[src/rtl/gpio_bank_pkg.sv]
package gpio_bank_pkg;
   localparam int unsigned LINES_PER_GROUP = 8;
   localparam int unsigned WINDOW_BYTES    = 8;

   typedef enum logic {
      CFG_DIR  = 1'b0,
      CFG_MODE = 1'b1
   } cfg_sel_e;
endpackage

[src/rtl/gpio_sync2.sv]
module gpio_sync2 #(
   parameter int unsigned WIDTH = 64
) (
   input  logic             clk,
   input  logic             rst_n,
   input  logic [WIDTH-1:0] din,
   output logic [WIDTH-1:0] dout
);
   logic [WIDTH-1:0] stage1_q;
   logic [WIDTH-1:0] stage2_q;

   always_ff @(posedge clk or negedge rst_n) begin
      if (!rst_n) begin
         stage1_q <= '0;
         stage2_q <= '0;
      end else begin
         stage1_q <= din;
         stage2_q <= stage1_q;
      end
   end

   assign dout = stage2_q;

   // edges seen since reset, saturating at 2
   logic [1:0] warm_cnt;
   always_ff @(posedge clk or negedge rst_n) begin
      if (!rst_n)             warm_cnt <= 2'd0;
      else if (warm_cnt != 2'd2) warm_cnt <= warm_cnt + 2'd1;
   end

   assert_two_stage_R4: assert property (@(posedge clk) disable iff (!rst_n)
      (warm_cnt == 2'd2) |-> (dout == $past(din, 2)))
      else $error("synchroniser depth is not two stages");
endmodule

[src/rtl/gpio_addr_dec.sv]
module gpio_addr_dec #(
   parameter int unsigned ADDR_W     = 16,
   parameter logic [ADDR_W-1:0] BASE_ADDR = '0,
   parameter int unsigned NUM_GROUPS = 8,
   localparam int unsigned GRP_W     = 3
) (
   input  logic [ADDR_W-1:0] addr,
   output logic              hit,
   output logic [GRP_W-1:0]  grp
);
   logic [ADDR_W-1:0] offset;

   always_comb begin
      offset = addr - BASE_ADDR;
      hit    = (addr >= BASE_ADDR) && (offset < ADDR_W'(NUM_GROUPS));
      grp    = offset[GRP_W-1:0];
   end
endmodule

[src/rtl/gpio_group.sv]
module gpio_group
   import gpio_bank_pkg::*;
#(
   parameter bit HAS_MODE = 1'b1
) (
   input  logic       clk,
   input  logic       rst_n,
   input  logic       data_we,
   input  logic [7:0] data_wdata,
   input  logic       dir_we,
   input  logic       mode_we,
   input  logic [7:0] cfg_wdata,
   output logic [7:0] latch_q,
   output logic [7:0] drive_en
);
   logic [7:0] dir_q;
   logic [7:0] mode_eff;

   always_ff @(posedge clk or negedge rst_n) begin
      if (!rst_n)       latch_q <= '0;
      else if (data_we) latch_q <= data_wdata;
   end

   always_ff @(posedge clk or negedge rst_n) begin
      if (!rst_n)      dir_q <= '0;
      else if (dir_we) dir_q <= cfg_wdata;
   end

   if (HAS_MODE) begin : g_switched
      logic [7:0] mode_q;
      always_ff @(posedge clk or negedge rst_n) begin
         if (!rst_n)       mode_q <= '0;
         else if (mode_we) mode_q <= cfg_wdata;
      end
      assign mode_eff = mode_q;
   end else begin : g_fixed
      assign mode_eff = '1;

      assert_mode_ignored_R6: assert property (@(posedge clk) disable iff (!rst_n)
         (mode_we && !dir_we) |=> $stable(drive_en))
         else $error("mode write altered a fixed-mode group");
   end

   assign drive_en = dir_q & mode_eff;

   assert_latch_hold_R2: assert property (@(posedge clk) disable iff (!rst_n)
      !data_we |=> $stable(latch_q))
      else $error("latch changed without a data write");

   assert_oe_cause_R5: assert property (@(posedge clk) disable iff (!rst_n)
      !(dir_we || mode_we) |=> $stable(drive_en))
      else $error("drive enable changed without a configuration write");
endmodule

[src/rtl/gpio_bank.sv]
module gpio_bank
   import gpio_bank_pkg::*;
#(
   parameter int unsigned       ADDR_W      = 16,
   parameter logic [ADDR_W-1:0] BASE_ADDR   = 16'h0A00,
   parameter int unsigned       NUM_GROUPS  = 8,
   parameter int unsigned       MODE_GROUPS = 5,
   localparam int unsigned      NUM_LINES   = NUM_GROUPS * LINES_PER_GROUP,
   localparam int unsigned      GRP_W       = 3
) (
   input  logic                 clk,
   input  logic                 rst_n,
   input  logic [ADDR_W-1:0]    io_addr,
   input  logic                 io_wr,
   input  logic                 io_rd,
   input  logic [7:0]           io_wdata,
   output logic [7:0]           io_rdata,
   output logic                 io_rd_hit,
   input  logic                 cfg_wr,
   input  logic                 cfg_sel,
   input  logic [GRP_W-1:0]     cfg_grp,
   input  logic [7:0]           cfg_wdata,
   input  logic [NUM_LINES-1:0] pad_in,
   output logic [NUM_LINES-1:0] pad_out,
   output logic [NUM_LINES-1:0] pad_oe
);
   if (NUM_GROUPS < 1 || NUM_GROUPS > WINDOW_BYTES) begin : g_bad_groups
      $error("NUM_GROUPS must lie in 1..8");
   end
   if (MODE_GROUPS > NUM_GROUPS) begin : g_bad_mode
      $error("MODE_GROUPS must not exceed NUM_GROUPS");
   end
   if (ADDR_W < GRP_W) begin : g_bad_addr
      $error("ADDR_W too narrow");
   end

   logic                 addr_hit;
   logic [GRP_W-1:0]     addr_grp;
   logic [NUM_LINES-1:0] pins_sync;
   cfg_sel_e             sel;

   assign sel = cfg_sel_e'(cfg_sel);

   gpio_addr_dec #(
      .ADDR_W    (ADDR_W),
      .BASE_ADDR (BASE_ADDR),
      .NUM_GROUPS(NUM_GROUPS)
   ) u_dec (
      .addr(io_addr),
      .hit (addr_hit),
      .grp (addr_grp)
   );

   gpio_sync2 #(.WIDTH(NUM_LINES)) u_sync (
      .clk  (clk),
      .rst_n(rst_n),
      .din  (pad_in),
      .dout (pins_sync)
   );

   for (genvar g = 0; g < NUM_GROUPS; g++) begin : g_grp
      logic data_we, dir_we, mode_we;
      assign data_we = io_wr && addr_hit && (addr_grp == GRP_W'(g));
      assign dir_we  = cfg_wr && (sel == CFG_DIR)  && (cfg_grp == GRP_W'(g));
      assign mode_we = cfg_wr && (sel == CFG_MODE) && (cfg_grp == GRP_W'(g));

      gpio_group #(.HAS_MODE(g < MODE_GROUPS)) u_group (
         .clk       (clk),
         .rst_n     (rst_n),
         .data_we   (data_we),
         .data_wdata(io_wdata),
         .dir_we    (dir_we),
         .mode_we   (mode_we),
         .cfg_wdata (cfg_wdata),
         .latch_q   (pad_out[g*LINES_PER_GROUP +: LINES_PER_GROUP]),
         .drive_en  (pad_oe[g*LINES_PER_GROUP +: LINES_PER_GROUP])
      );
   end

   always_comb begin
      io_rd_hit = io_rd && addr_hit;
      io_rdata  = '0;
      for (int g = 0; g < NUM_GROUPS; g++) begin
         if (io_rd_hit && (addr_grp == GRP_W'(g)))
            io_rdata = pins_sync[g*LINES_PER_GROUP +: LINES_PER_GROUP];
      end
   end

   assert_no_drive_outside_R8: assert property (@(posedge clk) disable iff (!rst_n)
      ((io_addr < BASE_ADDR) || ({1'b0, io_addr} >= {1'b0, BASE_ADDR} + (ADDR_W+1)'(NUM_GROUPS)))
         |-> (!io_rd_hit && io_rdata == 8'h00))
      else $error("read bus driven outside the window");
endmodule

[config.mk]
export PLATFORM = sky130hd
export DESIGN_NAME = gpio_bank
export DESIGN_NICKNAME = d
export VERILOG_FILES = /design/src/rtl/gpio_bank_pkg.sv /design/src/rtl/gpio_sync2.sv /design/src/rtl/gpio_addr_dec.sv /design/src/rtl/gpio_group.sv /design/src/rtl/gpio_bank.sv
export SDC_FILE = /design/constraint.sdc
export NUM_CORES = 1
export LEC_CHECK = 0
export ABC_AREA = 1
export CORE_MARGIN = 1
export CORE_UTILIZATION = 50
export CTS_CLUSTER_DIAMETER = 50
export DETAILED_ROUTE_END_ITERATION = 6
export DONT_BUFFER_PORTS = 1
export GPL_TIMING_DRIVEN = 0
export PLACE_DENSITY = 0.67
export SKIP_LAST_GASP = 1
export SYNTH_ARGS = -nofsm -noshare
export SYNTH_HDL_FRONTEND = slang
export SYNTH_HIERARCHICAL = 1
export SYNTH_SLANG_ARGS = --single-unit
[constraint.sdc]
create_clock -name clk -period 4.6 [get_ports clk]
set_clock_uncertainty 0.15 [all_clocks]
set_input_delay 0.92 -clock clk [delete_from_list [all_inputs] [get_ports clk]]
set_output_delay 0.92 -clock clk [all_outputs]
set_load 0.1 [all_outputs]
; ---- Word-level counts from Yosys, hierarchy flattened
; Cells that the tools add are included.
[totals]
register_bits = 296
output_inout_bits = 137
word_cells = 90
[classes]
addsub = 1
magnitude_cmp = 2
n_eq_ne = 14
mux = 8
n_bitwise = 6
reduce_logical = 36
[op_table]
columns = op, count
row1 = two-way mux 8 bit, 8
row2 = bitwise AND 8 bit, 5
row3 = logical AND 1 bit, 34
row4 = "equality test 3 bit, second input constant", 8
row5 = ">= comparator 16 x 12 -> 1 bit, second input constant", 1
row6 = "less-than comparator 16 x 4 -> 1 bit, second input constant", 1
row7 = "subtractor 16 x 12 -> 16 bit, second input constant", 1
row8 = "equality test 3 x 2 -> 1 bit, second input constant", 4
row9 = "equality test 3 x 1 -> 1 bit, second input constant", 2
row10 = logical NOT 3 bit, 2
row11 = NOT 1 bit, 1

; ---- Longest topological paths before layout
[logic_depth]
ltp_word = 13
ltp_mapped = 14
depth_no_buf = 13

; ---- Hierarchy
; The synthesis kept the hierarchy.
[by_module_without_submodules]
columns = module, n_inst, cells_per_inst, area_each_um2, seq_area_each_um2
row1 = gpio_group at g_grp[0].u_group ..., 5, 118, 975.9, 600.6
row2 = gpio_sync2, 1, 128, 3203.1, 3203.1
row3 = gpio_group at g_grp[5].u_group ..., 3, 68, 610.6, 400.4
row4 = gpio_bank, 1, 162, 849.6, 0.0
row5 = gpio_addr_dec, 1, 29, 142.6, 0.0

; ---- Worst setup path after synthesis
; Ideal clock, no wire load.
[synth_timing]
path_type = input port to output port
startpoint = input io_addr[9]
endpoint = output io_rdata[1]
t_arrival_ps = 3038
t_required_ps = 3530
setup_slack_ps = 492
cell_stages = 13
n_path_buf = 1
path_cell_list = inv_1 > ha_1 > nand2_1 > nor2_1 > nand3_1 > nor2_1 > nand2_4 > inv_4 > buf_6 > nand4_1 > nand4_1 > nor2_1 > nand4_1
[synth_via]
elab_chain_cells = 13
elab_cells_between_ends = 21
cone_classes = add/sub: 1 / order compare: 2 / mux: 8 / reduce/logical: 10
[synth_lines]
columns = element, line
row1 = from (decl), gpio_bank.sv:13  ; input logic [ADDR_W-1:0] io_addr,
row2 = subtractor 16 x 12 -> 16 bit, gpio_addr_dec.sv:14  ; offset = addr - BASE_ADDR;
row3 = less-than comparator 16 x 4 -> 1 bit, gpio_addr_dec.sv:15  ; hit = (addr >= BASE_ADDR) && (offset < ADDR_W'(NUM_GROUPS));
row4 = logical AND 1 bit (*), gpio_addr_dec.sv:15
row5 = via addr_hit, gpio_bank.sv:37  ; logic addr_hit;
row6 = logical AND 1 bit (*), gpio_bank.sv:81  ; io_rd_hit = io_rd && addr_hit;
row7 = via io_rd_hit, gpio_bank.sv:18  ; output logic io_rd_hit,
row8 = logical AND 1 bit, gpio_bank.sv:84  ; if (io_rd_hit && (addr_grp == GRP_W'(g)))
row9 = two-way mux 8 bit (7 in a row), gpio_bank.sv:84
row10 = two-way mux 8 bit (*), gpio_bank.sv:84
row11 = to (decl), gpio_bank.sv:17  ; output logic [7:0] io_rdata,
; Mark *: on every way through the listed nets, which the timed path passes. The rest lies on a longest branch.

; ---- Worst setup path after layout
[layout_timing]
startpoint = input io_addr[9]
endpoint = output io_rdata[2]
; Same word-level chain as after synthesis.

==> results.md <==
- CP required: between 3 and 4 ns
- Crit start category: input port
- Setup violators final: 0
- Fin area: approximately 0.012 mm²
- First-pass GRT wire length: 37,400 µm
- Maximum vdd drop: 0.000373 V
- Htree depth: 2
- Warnings from Yosys: 6
- All-Layer GR Usage: 0.220
- Vias/cell: approximately 5
- Die Width: approximately 150 µm
- Area Overhead vs Synth: 13.3%
- Max incr delay on CP: ~0.75 ns
- Fmax: roughly 230 MHz
- Starting Density: 0.513
- CTS tree: done
- Hold_ws: -0.0319 ns
- Postcts setup bufs: 0
- Final cell count without fillers: between 1k and 1.5k
- Rows: 53
- Min Tclk post-route: 4.42 ns
- Crit-path max FO: 10
- Full die area: 0.0224 mm²
- DRT iter0 DRCs: about 350
- Worst skew pair latency: 0.51 ns
- Drt total wl: 24,100 µm
- Failing checks: hold timing
- Leakage: ~0.0066 µW
- Detail Placement HPWL: about 16,000 µm
- Sequential group share of total power: 0.508
- Setup tns final: 0 ns
- Slew @ Worst Pin: 1.31 ns
- Cell internal pwr: approximately 4500 µW
- Placed inst area: ~0.011 mm²
- PostCTS Resize Cnt: 0
- Placed cell count: 1,385
- Crit path buffers/inverters: 3
- Worst Hold Class: input port to async pin
- WL per Instance: 16.7 µm
- Worst path cell trace: inv_1 -> ha_1 -> nand2_1 -> nor2_1 -> nand3_1 -> nor2_1 -> nand2_4 -> inv_4 -> buf_6 -> nand4_1 -> nand4_1 -> nor2_1 -> nand4_1
- Slew margin rel.: 0.126
- Status: complete, but fails checks
- Combinational share of power: 0.088
- Share of cells above drive strength 1: 0.106
- Via count: about 7.1k
- I/O pins: ~240
- Number of max-cap violations: 0
- Die Height: approximately 150 µm
- Net Count, Synth: between 1k and 1.5k
- Unrepaired setup endpoints after global routing: no
- Clock root buffer master: clkbuf_16
- Initial antenna violation count: 1
- PwrDens: between 500 and 600 mW/mm²
- Final GP Congestion: ~0.8
- Number of global-route vias before repair: 6,987
- Clock power frac: 0.404
- Residual DRC count: 0
- Clock sink count: around 300
- Mean Syn Cell Area: 9.82 µm²
- Fin crit share: 0.961
- CORE AREA: between 0.02 and 0.025 mm²
- Arr. time, crit path: 3.35 ns
- Final Max Slew Viols: 0
- GRT overflow: 0
- Syn Inst Count: around 1.1k
- Slowest CP cell: nand4_1
- Worst Setup End Kind: output pin
- Num CTS Buffers: 34
- Number of fill cells in the layout: between 1.5k and 2k
- Antenna viol nets, final: 0
- Sw Pwr: between 1500 and 2000 µW
- Post-layout nets: approximately 1.3k
- Final hold violations: 36
- CP Class: input port to output pin
- Clk buf depth: 3
- Pre-antenna DRT Iters: 5
- Switching portion of total power: 0.302
- Largest net degree at the start of global routing: roughly 300
- Clock-pin slew on the worst setup and hold paths: 0.06 ns
- Netlist Area Pre-Place: roughly 0.011 mm²
- Largest delay share family, worst path: simple AND/OR/NAND/NOR gates
- # port buffers: 0
## final cells by class
type                    count  area, µm²  share of cell area
clock buffers              45        952              0.0771
diodes                      1       2.50            0.000203
plain buffers              30        327              0.0264
multi-input cells         699       2840               0.230
well taps                 275        344              0.0279
inverters                  85        322              0.0260
flip-flops and latches    296       7410               0.600
clock inverters            14        154              0.0125
## placed cells by master (no fill, tap or decap), drive strengths merged
master	n
clkinv	9
and2	1
inv	88
nor3	2
ha	1
nor4	2
nand3	38
clkbuf	45
nand4	24
buf	30
nor2	47
nand3b	1
dfrtp	296
diode	1
nand2	583
bufinv	2
## power groups by stage
stage | logic (µW) | clock network, µW | registers, µW
2_1_floorplan | 524 | 0 | 3300
3_3_place_gp | 561 | 0 | 3330
3_5_place_dp | 576 | 0 | 3330
4_1_cts | 575 | 2690 | 3290
5_1_grt | 620 | 2790 | 3320
6_report | 570 | 2620 | 3290
## worst paths after layout
| path | cells past startpoint | slack (ns) | startpoint | to |
|---|---|---|---|---|
| worst max-delay path | 13 | 0.18 | io_addr[9] | io_rdata[2] |
| worst min-delay path | 0 | -0.03 | rst_n | g_grp[0].u_group/latch_q[3]$_DFFE_PN0P_ |
| worst max register to register | 2 | 3.21 | g_grp[5].u_group/drive_en[0]$_DFFE_PN0P_ | g_grp[5].u_group/drive_en[0]$_DFFE_PN0P_ |
| worst min register to register | 0 | 0.19 | u_sync/stage1_q[58]$_DFF_PN0_ | u_sync/dout[58]$_DFF_PN0_ |
| max in group asynchronous | 0 | 3.73 | rst_n | g_grp[4].u_group/g_switched.mode_q[1]$_DFFE_PN0P_ |
| min in group clk | 0 | 0.19 | u_sync/stage1_q[58]$_DFF_PN0_ | u_sync/dout[58]$_DFF_PN0_ |
## flip-flops by register name, summed over array words and instances, names as in the netlist
| name | flops |
|---|---|
| u_sync/dout | 64 |
| g_grp.u_group/latch_q | 64 |
| g_grp.u_group/g_switched.mode_q | 40 |
| u_sync/stage1_q | 64 |
| g_grp.u_group/drive_en | 24 |
| g_grp.u_group/dir_q | 40 |
## metal layers
metal	vias up	track usage	part of all wire
li1	3435	-	-
met1	3436	0.282	0.41
met2	234	0.347	0.47
met3	39	0.0729	0.094
met4	0	0.0806	0.024
met5	-	0	0
## per-stage QoR
stage / setup WS [ns] / hold WS [ns] / util / power, µW
CTS: 0.160 / -0.0590 / 0.582 / 6560
global placement: 0.203 / 0.182 / 0.530 / 3890
finish: 0.180 / -0.0319 / 0.582 / 6480
detailed placement: 0.174 / 0.185 / 0.530 / 3910
floorplan: 0.492 / 0.181 / - / 3820
global route: 0.0129 / -0.0571 / 0.582 / 6730
Power figures use the tool's default switching activity.
